[src/rtl/pes_pkg.sv]
package pes_pkg;
   // Prefix network shapes
   localparam int PFX_DENSE  = 0;
   localparam int PFX_SPARSE = 1;
   localparam int PFX_CHAIN  = 2;

   // Number of positions in the even-index lane
   function automatic int even_lane_len(input int w);
      return (w + 1) / 2;
   endfunction

   // Number of positions in the odd-index lane
   function automatic int odd_lane_len(input int w);
      return w / 2;
   endfunction

   // Lane width never below one, so a vector can always be declared
   function automatic int safe_len(input int n);
      return (n < 1) ? 1 : n;
   endfunction

   // Levels of a log-depth prefix network over n elements
   function automatic int prefix_levels(input int n);
      return (n <= 1) ? 0 : $clog2(n);
   endfunction
endpackage

[src/rtl/pes_prefix_xor.sv]
module pes_prefix_xor
   import pes_pkg::*;
#(
   parameter int N     = 8,
   parameter int SHAPE = PFX_DENSE
) (
   input  logic [N-1:0] d,
   output logic [N-1:0] p
);
   localparam int LEV = prefix_levels(N);

   if (N < 1) begin : g_bad_n
      $error("pes_prefix_xor: N must be at least 1");
   end
   if (SHAPE != PFX_DENSE && SHAPE != PFX_SPARSE && SHAPE != PFX_CHAIN) begin : g_bad_shape
      $error("pes_prefix_xor: unknown SHAPE");
   end

   if (SHAPE == PFX_CHAIN) begin : g_chain
      logic [N-1:0] run;
      assign run[0] = d[0];
      for (genvar i = 1; i < N; i++) begin : g_link
         assign run[i] = run[i-1] ^ d[i];
      end
      assign p = run;
   end else if (SHAPE == PFX_SPARSE) begin : g_sparse
      logic [N-1:0] stg [0:LEV];
      assign stg[0] = d;
      for (genvar l = 0; l < LEV; l++) begin : g_lvl
         for (genvar i = 0; i < N; i++) begin : g_pos
            localparam int SRC = ((i >> l) << l) - 1;
            if (((i >> l) & 1) == 1) begin : g_mix
               assign stg[l+1][i] = stg[l][i] ^ stg[l][SRC];
            end else begin : g_pass
               assign stg[l+1][i] = stg[l][i];
            end
         end
      end
      assign p = stg[LEV];
   end else begin : g_dense
      logic [N-1:0] stg [0:LEV];
      assign stg[0] = d;
      for (genvar l = 0; l < LEV; l++) begin : g_lvl
         localparam int DIST = 1 << l;
         for (genvar i = 0; i < N; i++) begin : g_pos
            if (i >= DIST) begin : g_mix
               assign stg[l+1][i] = stg[l][i] ^ stg[l][i-DIST];
            end else begin : g_pass
               assign stg[l+1][i] = stg[l][i];
            end
         end
      end
      assign p = stg[LEV];
   end
endmodule

[src/rtl/pes_lane_split.sv]
module pes_lane_split
   import pes_pkg::*;
#(
   parameter int WIDTH = 16
) (
   input  logic [WIDTH-1:0]                              x,
   output logic [safe_len(even_lane_len(WIDTH))-1:0]     ev,
   output logic [safe_len(odd_lane_len(WIDTH))-1:0]      od
);
   localparam int NE = even_lane_len(WIDTH);
   localparam int NO = odd_lane_len(WIDTH);

   for (genvar k = 0; k < NE; k++) begin : g_even
      assign ev[k] = x[2*k];
   end

   if (NO > 0) begin : g_odd
      for (genvar k = 0; k < NO; k++) begin : g_bit
         assign od[k] = x[2*k+1];
      end
   end else begin : g_odd_none
      assign od = 1'b0;
   end
endmodule

[src/rtl/pes_combine.sv]
module pes_combine
   import pes_pkg::*;
#(
   parameter int WIDTH = 16
) (
   input  logic [safe_len(even_lane_len(WIDTH))-1:0] ev_pfx,
   input  logic [safe_len(odd_lane_len(WIDTH))-1:0]  od_pfx,
   output logic [WIDTH-1:0]                          y
);
   for (genvar j = 0; j < WIDTH; j++) begin : g_pos
      localparam int K = j / 2;
      logic all_par;
      logic same_par;
      if ((j % 2) == 0) begin : g_even_pos
         // odd indices up to j end at lane slot K-1
         if (K > 0) begin : g_with_odd
            assign all_par = ev_pfx[K] ^ od_pfx[K-1];
         end else begin : g_first
            assign all_par = ev_pfx[K];
         end
         assign same_par = ev_pfx[K];
      end else begin : g_odd_pos
         assign all_par  = ev_pfx[K] ^ od_pfx[K];
         assign same_par = od_pfx[K];
      end
      assign y[j] = ~all_par & ~same_par;
   end
endmodule

[src/rtl/prefix_even_sum.sv]
module prefix_even_sum
   import pes_pkg::*;
#(
   parameter int WIDTH = 16,
   parameter int SHAPE = PFX_DENSE
) (
   input  logic [WIDTH-1:0] x,
   output logic [WIDTH-1:0] y
);
   localparam int NE  = even_lane_len(WIDTH);
   localparam int NO  = odd_lane_len(WIDTH);
   localparam int NES = safe_len(NE);
   localparam int NOS = safe_len(NO);

   if (WIDTH < 1) begin : g_bad_width
      $error("prefix_even_sum: WIDTH must be at least 1");
   end
   if (SHAPE != PFX_DENSE && SHAPE != PFX_SPARSE && SHAPE != PFX_CHAIN) begin : g_bad_shape
      $error("prefix_even_sum: SHAPE must be 0, 1 or 2");
   end

   logic [NES-1:0] ev_bits, ev_pfx;
   logic [NOS-1:0] od_bits, od_pfx;

   pes_lane_split #(.WIDTH(WIDTH)) u_split (
      .x  (x),
      .ev (ev_bits),
      .od (od_bits)
   );

   pes_prefix_xor #(.N(NES), .SHAPE(SHAPE)) u_even_net (
      .d (ev_bits),
      .p (ev_pfx)
   );

   if (NO > 0) begin : g_odd_net
      pes_prefix_xor #(.N(NOS), .SHAPE(SHAPE)) u_odd_net (
         .d (od_bits),
         .p (od_pfx)
      );
   end else begin : g_no_odd
      assign od_pfx = od_bits;
   end

   pes_combine #(.WIDTH(WIDTH)) u_comb (
      .ev_pfx (ev_pfx),
      .od_pfx (od_pfx),
      .y      (y)
   );
endmodule

[config.mk]
export PLATFORM = sky130hd
export DESIGN_NAME = prefix_even_sum
export DESIGN_NICKNAME = d
export VERILOG_FILES = /design/src/rtl/pes_pkg.sv /design/src/rtl/pes_prefix_xor.sv /design/src/rtl/pes_lane_split.sv /design/src/rtl/pes_combine.sv /design/src/rtl/prefix_even_sum.sv
export SDC_FILE = /design/constraint.sdc
export NUM_CORES = 1
export LEC_CHECK = 0
export ABC_AREA = 1
export BUFFER_PORTS_ARGS = -buffer_cell sky130_fd_sc_hd__buf_2
export CAP_MARGIN = 20
export CORE_ASPECT_RATIO = 0.7
export CORE_MARGIN = 8
export CORE_UTILIZATION = 32
export DETAILED_ROUTE_END_ITERATION = 8
export PLACE_DENSITY = 0.65
export SETUP_SLACK_MARGIN = 0.05
export SLEW_MARGIN = 0
export SYNTH_ARGS = -nofsm -noshare
export SYNTH_HDL_FRONTEND = slang
export SYNTH_SLANG_ARGS = --single-unit
[constraint.sdc]
create_clock -name vclk -period 1.25
set_input_delay 0.125 -clock vclk [all_inputs]
set_output_delay 0.125 -clock vclk [all_outputs]
set_load 0.005 [all_outputs]
==> metrics, run 1 <==
HP Class input pin to output port; initial antenna violation count 0; Nets 211; Placed Cells 213; WHS Path Cells 3; DRC marker count from the first detailed-route iteration 30; top cell type's share of synthesized area 64.5%; VDD IR max 0.000206 V; filler instances 215; layout cells sized above 1 31.1%; endpoints failing setup 0; Area Overhead vs Synth 35.5%; vias in the first global route 674; overall power 0.405 mW; cell area after layout 860 um2; Yosys warning total 0; Hold Violations, Final 0; Post-Place Setup Slack 0.0879 ns; GPL Wtd Cong 0.786; starting density of the core 33.9%; part of the cycle the worst path needs 88.2%; die height 53.3 um; Total GRT Usage 8.42%; first-pass GRT wire length 2.82 mm; setup_tns 0 ns; die area 3690 um2; Routed Antenna Nets 0; vias per std cell 4.19; Mapped Area 634 um2; clkbuf count 0; Syn Area/Cell 3.99 um2; core area 1870 um2; num sequential 0; Max Freq 907 MHz; Final min period 1.10 ns; Setup crit end kind output port; die width 69.2 um; Slew HR 88.2%; Site Rows 13; Max-cap violations 0; FF+latch area 0 um2; Startpoint Class input pin; total I/O pin count 32; Max Slew Vio Count 0; syn_nets 175; Avg WL per Cell 8.21 um; hold buffers post-CTS 0; DP Area 822 um2; Total Wirelength 1.77 mm; dominant cells by area after synthesis nand2_1 (64%), nor2_1 (10%), inv_1 (9.5%); first drt pass iteration count 4; Post-Synthesis Cells 159; cell leakage power 0.622 nW; critical path arrival 0.98 ns; Worst Tran Pin Value 0.176 ns; IO buf count 32; sequential element share of the synthesized area 0%; area leader, netlist nand2_1; Final Non-Filler Cells 215; Worst EP required 1.12 ns; WS Path Type input pin to output port; dpl hpwl 1.53 mm; pin count of the biggest net entering global routing 7; Power per Cell Area 471 nW/um2; Vias 901; RSZ-0062 raised after global routing yes; Overflow after GRT 0; Yosys cell types 9; final setup margin 0.148 ns; status completed; critical-path maximum fanout 4; # DRC 0; area of the multi-input gates 586 um2; ant diodes 0
==> where the power goes <==
part,internal [mW],switching (mW),leakage [nW]
sequential,0,0,0
combinational,0.165,0.240,0.622
clock,0,0,0
total,0.165,0.240,0.622
==> area by class of cell <==
| type | count | area share (%) |
|---|---|---|
| Inverter | 19 | 8.30 |
| Multi-Input combinational cell | 140 | 68.1 |
| Tap cell | 22 | 3.20 |
| Timing Repair Buffer | 34 | 20.4 |
==> cells by family after synthesis <==
group | synth area share, %
AND/OR/NAND/NOR | 84.6
buffers and inverters | 11.2
XOR/XNOR | 2.76
AO/OA/AOI/OAI | 1.38
==> final timing paths <==
path,from,to,slack (ns)
setup / recovery,x[6],y[10],0.15
hold / removal,x[0],y[1],0.52
==> per-stage QoR <==
step / hold slack (ns) / util (%)
after floorplan: 0.274 / -
after global placement: 0.521 / 43.9
after detailed placement: 0.522 / 43.9
after CTS: 0.524 / 43.9
after global routing: 0.552 / 46.0
final: 0.521 / 46.0
==> timing repair <==
action                                  4_1_cts  5_1_grt
gates resized for setup                       0       15
setup buffers                                 0        2
endpoints found under the setup margin        0        8
endpoints found under the hold margin         0        0
==> routing by layer <==
| metal | GRT usage (%) | part of all wire (%) |
|---|---|---|
| met1 | 11.3 | 50 |
| met2 | 15.3 | 48 |
| met3 | 0.560 | 2.2 |
| met4 | 0 | 0 |
| met5 | 0 | 0 |
==> layout by cell type, fill, tap and decap left out <==
master / Yosys / routed
nand2_1: 109 / 102
buf_2: 0 / 32
nor2_1: 17 / 15
nand2_2: 7 / 14
inv_1: 16 / 10
inv_2: 3 / 9
nand3_1: 4 / 4
nor2_2: 0 / 2
buf_4: 0 / 2
o21ai_2: 1 / 1
xor2_1: 1 / 1
xnor2_1: 1 / 1
==> Yosys cell counts <==
master / instances
nand2_1: 109
o21ai_2: 1
nor2_1: 17
xor2_1: 1
inv_1: 16
nand3_1: 4
xnor2_1: 1
inv_2: 3
nand2_2: 7
==> worst max-delay path, cell delays in order <==
cell     delay [ns]
buf_2          0.13
nand2_1        0.08
inv_2          0.04
o21ai_2        0.16
nand2_2        0.10
nand2_2        0.07
nand2_2        0.05
nor2_2         0.10
buf_2          0.11
Note: power is estimated with default switching activity, not from simulation.
==> inputs of run 2 (changes only) <==
--- a/config.mk
+++ b/config.mk
@@ -12,7 +12,7 @@
 export CORE_MARGIN = 8
 export CORE_UTILIZATION = 32
 export DETAILED_ROUTE_END_ITERATION = 8
-export PLACE_DENSITY = 0.65
+export PLACE_DENSITY = 0.6
 export SETUP_SLACK_MARGIN = 0.05
 export SLEW_MARGIN = 0
 export SYNTH_ARGS = -nofsm -noshare
==> metrics, run 2 (synthesis gave the netlist of run 1 again) <==
status completed; crit path to y[15]; initial antenna violation count 0 (unchanged); Clock Power Share 0% (unchanged); Final Non-Filler Cells 216 (+0.47%); # DRC 0 (unchanged); DP Area 822 um2 (unchanged); Routed Antenna Nets 0 (unchanged); starting density of the core 33.9% (unchanged); endpoints failing setup 0 (unchanged); Max Slew Vio Count 0 (unchanged); cell leakage power 0.641 nW (+3.1%); WHS 0.502 ns (-0.0196 ns); die width 69.2 um (unchanged); IO buf count 32 (unchanged); vias per std cell 4.47 (+6.7%); num sequential 0 (unchanged); Max-cap violations 0 (unchanged); Total Wirelength 2.02 mm (+14%); overall power 0.449 mW (+11%); commonest non-fill, non-tap cells in the layout nand2_1 (101), buf_2 (28), nand2_2 (12), inv_2 (11), nor2_1 (11); RSZ-0062 raised after global routing yes; die height 53.3 um (unchanged); Switching Share 59.2% (-0.071 points); FF+latch area 0 um2 (unchanged); Placed Cells 213 (unchanged); Slew HR 84.6% (-3.5 points); critical path arrival 1.00 ns (+0.02 ns); Startpoint Class input pin; sequential power share 0% (unchanged); Final Util 49.4% (+3.5 points); Max Freq 885 MHz (-2.4%); die area 3690 um2 (unchanged); VDD IR max 0.000254 V (+23%); Area Overhead vs Synth 45.8%; Critical path origin x[0]; Worst EP required 1.12 ns (about the same); Vias 966 (+7.2%); Avg WL per Cell 9.33 um (+14%); hold_sp x[0]; GPL Wtd Cong 0.778 (-1.1%); total I/O pin count 32 (unchanged); core area 1870 um2 (unchanged); layout cells sized above 1 35.1% (+4.0 points); first-pass GRT wire length 2.99 mm (+6.4%); internal power 0.183 mW (+11%); Overflow after GRT 0 (unchanged); vias in the first global route 718 (+6.5%); WS Path Type input pin to output port; Total GRT Usage 9.07% (+0.65 points); Gate power share 100.0% (about the same); ant diodes 0 (unchanged); Site Rows 13 (unchanged); clkbuf count 0 (unchanged); DRC marker count from the first detailed-route iteration 44 (+47%); Worst Tran Pin Value 0.229 ns (+0.0526 ns); most common cell after layout, fill and taps aside nand2_1; first drt pass iteration count 4 (unchanged); pin count of the biggest net entering global routing 7 (unchanged); part of the cycle the worst path needs 90.4% (+2.2 points); setup_tns 0 ns (unchanged); Nets 212 (+0.47%); critical-path maximum fanout 4 (unchanged); Power per Cell Area 486 nW/um2 (+3.1%); Final min period 1.13 ns (+0.0269 ns); NetSw 0.266 mW (+11%); Post-Place Setup Slack 0.0771 ns (-0.0108 ns); dpl hpwl 1.70 mm (+11%); final setup margin 0.121 ns (-0.0269 ns); Setup crit end kind output port; HP Class input pin to output port; Hold Violations, Final 0 (unchanged); cell area after layout 925 um2 (+7.6%)
## run 2: worst max-delay path: stages
cell and delay (ns):
buf_4 0.13, inv_2 0.07, nand2_2 0.06, nand2_4 0.09, inv_2 0.05, nand2_4 0.07, nand2_4 0.07, nand2_2 0.08
nand2_2 0.06, nor2_1 0.10, buf_2 0.12
## run 2: per-layer routing
| layer | global-route usage [%] | wire [um] | vias to the layer above |
|---|---|---|---|
| li1 | - | - | 537 |
| met1 | 13.2 | 1040 | 408 |
| met2 | 13.7 | 854 | 21 |
| met3 | 2.24 | 126 | 0 |
| met4 | 0 | 0 | 0 |
| met5 | 0 | 0 | - |
## run 2: power groups by stage
stage	Sequential [mW]	Combinational, mW	Clock [mW]
2_1_floorplan	0	0.233	0
3_3_place_gp	0	0.383	0
3_5_place_dp	0	0.391	0
4_1_cts	0	0.393	0
5_1_grt	0	0.508	0
6_report	0	0.449	0
## run 2: area by class of cell
| type | count | area, um2 |
|---|---|---|
| Fill cell | 206 | 946 |
| Tap cell | 22 | 27.5 |
| Multi-Input combinational cell | 140 | 626 |
| Inverter | 19 | 71.3 |
| Timing Repair Buffer | 35 | 200 |
## run 2: worst min path at each step
stage / end / cells past startpoint
floorplan: y[0] / 1
detailed placement: y[1] / 3
global placement: y[1] / 3
CTS: y[1] / 3
global route: y[1] / 3
finish: y[1] / 3
## run 2: what timing repair did
item                                    4_1_cts  5_1_grt
setup buffers                                 0        3
resized for setup                             0       35
hold buffers                                  0        0
endpoints found under the setup margin        0        8
==> inputs of run 3 (changes only) <==
--- a/config.mk
+++ b/config.mk
@@ -13,7 +13,7 @@
 export CORE_UTILIZATION = 32
 export DETAILED_ROUTE_END_ITERATION = 8
 export PLACE_DENSITY = 0.6
-export SETUP_SLACK_MARGIN = 0.05
+export SETUP_SLACK_MARGIN = 0.4
 export SLEW_MARGIN = 0
 export SYNTH_ARGS = -nofsm -noshare
 export SYNTH_HDL_FRONTEND = slang
==> metrics, run 3 (synthesis gave the netlist of run 1 again) <==
setup_tns 0 ns (unchanged); Post-Place Setup Slack 0.0771 ns (unchanged); Worst Tran Pin Value 0.176 ns (-0.0525 ns); Overflow after GRT 0 (unchanged); GPL Wtd Cong 0.778 (unchanged); die width 69.2 um (unchanged); Placed Cells 213 (unchanged); cell leakage power 0.783 nW (+22%); # DRC 0 (unchanged); Hold Violations, Final 0 (unchanged); Routed Antenna Nets 0 (unchanged); die height 53.3 um (unchanged); Switching Share 54.6% (-4.6 points); Site Rows 13 (unchanged); final setup margin 0.131 ns (+0.0104 ns); Nets 220 (+3.8%); Total GRT Usage 10.1% (+1.0 points); Startpoint Class input pin; vias per std cell 4.67 (+4.3%); Clock Power Share 0% (unchanged); sequential power share 0% (unchanged); initial antenna violation count 0 (unchanged); Area Overhead vs Synth 107%; Final Util 70.2% (+21 points); Avg WL per Cell 11.6 um (+24%); critical path arrival 0.99 ns (about the same); endpoints failing setup 0 (unchanged); num sequential 0 (unchanged); RSZ-0062 raised after global routing yes; Slew HR 88.2% (+3.6 points); clkbuf count 0 (unchanged); internal power 0.291 mW (+59%); first drt pass iteration count 4 (unchanged); Final Non-Filler Cells 224 (+3.7%); total I/O pin count 32 (unchanged); ant diodes 0 (unchanged); critical-path maximum fanout 4 (unchanged); first-pass GRT wire length 3.31 mm (+11%); FF+latch area 0 um2 (unchanged); dpl hpwl 1.70 mm (unchanged); Max Slew Vio Count 0 (unchanged); Worst EP required 1.12 ns (about the same); Max Freq 894 MHz (+0.93%); Setup crit end kind output port; hold buffers post-CTS 0 (unchanged); status completed; part of the cycle the worst path needs 89.5% (-0.83 points); Final min period 1.12 ns (-0.0104 ns); commonest non-fill, non-tap cells in the layout nand2_1 (76), nand2_2 (25), buf_2 (18), nand2_4 (15), buf_6 (11); Total Wirelength 2.59 mm (+29%); NetSw 0.350 mW (+32%); core area 1870 um2 (unchanged); Power per Cell Area 488 nW/um2 (+0.44%); DRC marker count from the first detailed-route iteration 45 (+2.3%); most common cell after layout, fill and taps aside nand2_1; Max-cap violations 0 (unchanged); VDD IR max 0.000287 V (+13%); vias in the first global route 781 (+8.8%); layout cells sized above 1 56.9% (+22 points); pin count of the biggest net entering global routing 7 (unchanged); filler instances 164 (-20%); WS Path Type input pin to output port; Gate power share 100.0% (about the same); HP Class input pin to output port; die area 3690 um2 (unchanged); starting density of the core 33.9% (unchanged); Vias 1045 (+8.2%); IO buf count 32 (unchanged)
[run 3: what timing repair did]
action                                 in CTS  in global routing
setup buffers                               7                  4
pin swaps                                  19                 29
endpoints found under the hold margin       0                  0
setup endpoints to repair                  12                 14
resized for setup                          38                 94
[run 3: power groups by stage]
stage                     clock (mW)  combinational, mW  sequential [mW]
after detailed placement           0              0.391                0
after floorplan                    0              0.233                0
after global routing               0              0.703                0
after CTS                          0              0.467                0
after global placement             0              0.383                0
final                              0              0.641                0
[run 3: through the flow]
step	hold WS, ns	total power, mW	instance area, um2
3_5_place_dp	0.521	0.391	822
2_1_floorplan	0.274	0.233	634
3_3_place_gp	0.519	0.383	822
5_1_grt	0.515	0.703	1310
6_report	0.500	0.641	1310
4_1_cts	0.483	0.467	988
[run 3: worst paths after layout]
check | slack [ns] | cells past startpoint | end | from
setup / recovery | 0.13 | 11 | y[8] | x[4]
hold / removal | 0.50 | 3 | y[1] | x[0]
[run 3: area by class of cell]
type                            instances  area, um2  area share (%)
Multi-Input combinational cell        140        808            61.5
Timing Repair Buffer                   43        377            28.7
Inverter                               19        101            7.71
Tap cell                               22       27.5            2.10
[run 3: routing by layer]
layer | track usage [%] | vias up | share of wire (%)
li1 | - | 555 | -
met1 | 13.8 | 463 | 46
met2 | 16.9 | 25 | 49
met3 | 2.05 | 2 | 4.2
met4 | 0 | 0 | 0.81
met5 | 0 | - | 0
[run 3: worst max-delay path, stage by stage]
cell	delay, ns
buf_8	0.11
inv_2	0.06
nand2_4	0.06
nand2_2	0.07
nand2_2	0.07
nand2_4	0.10
inv_2	0.06
nand2_2	0.06
nand2_2	0.06
nor2_2	0.10
buf_2	0.11
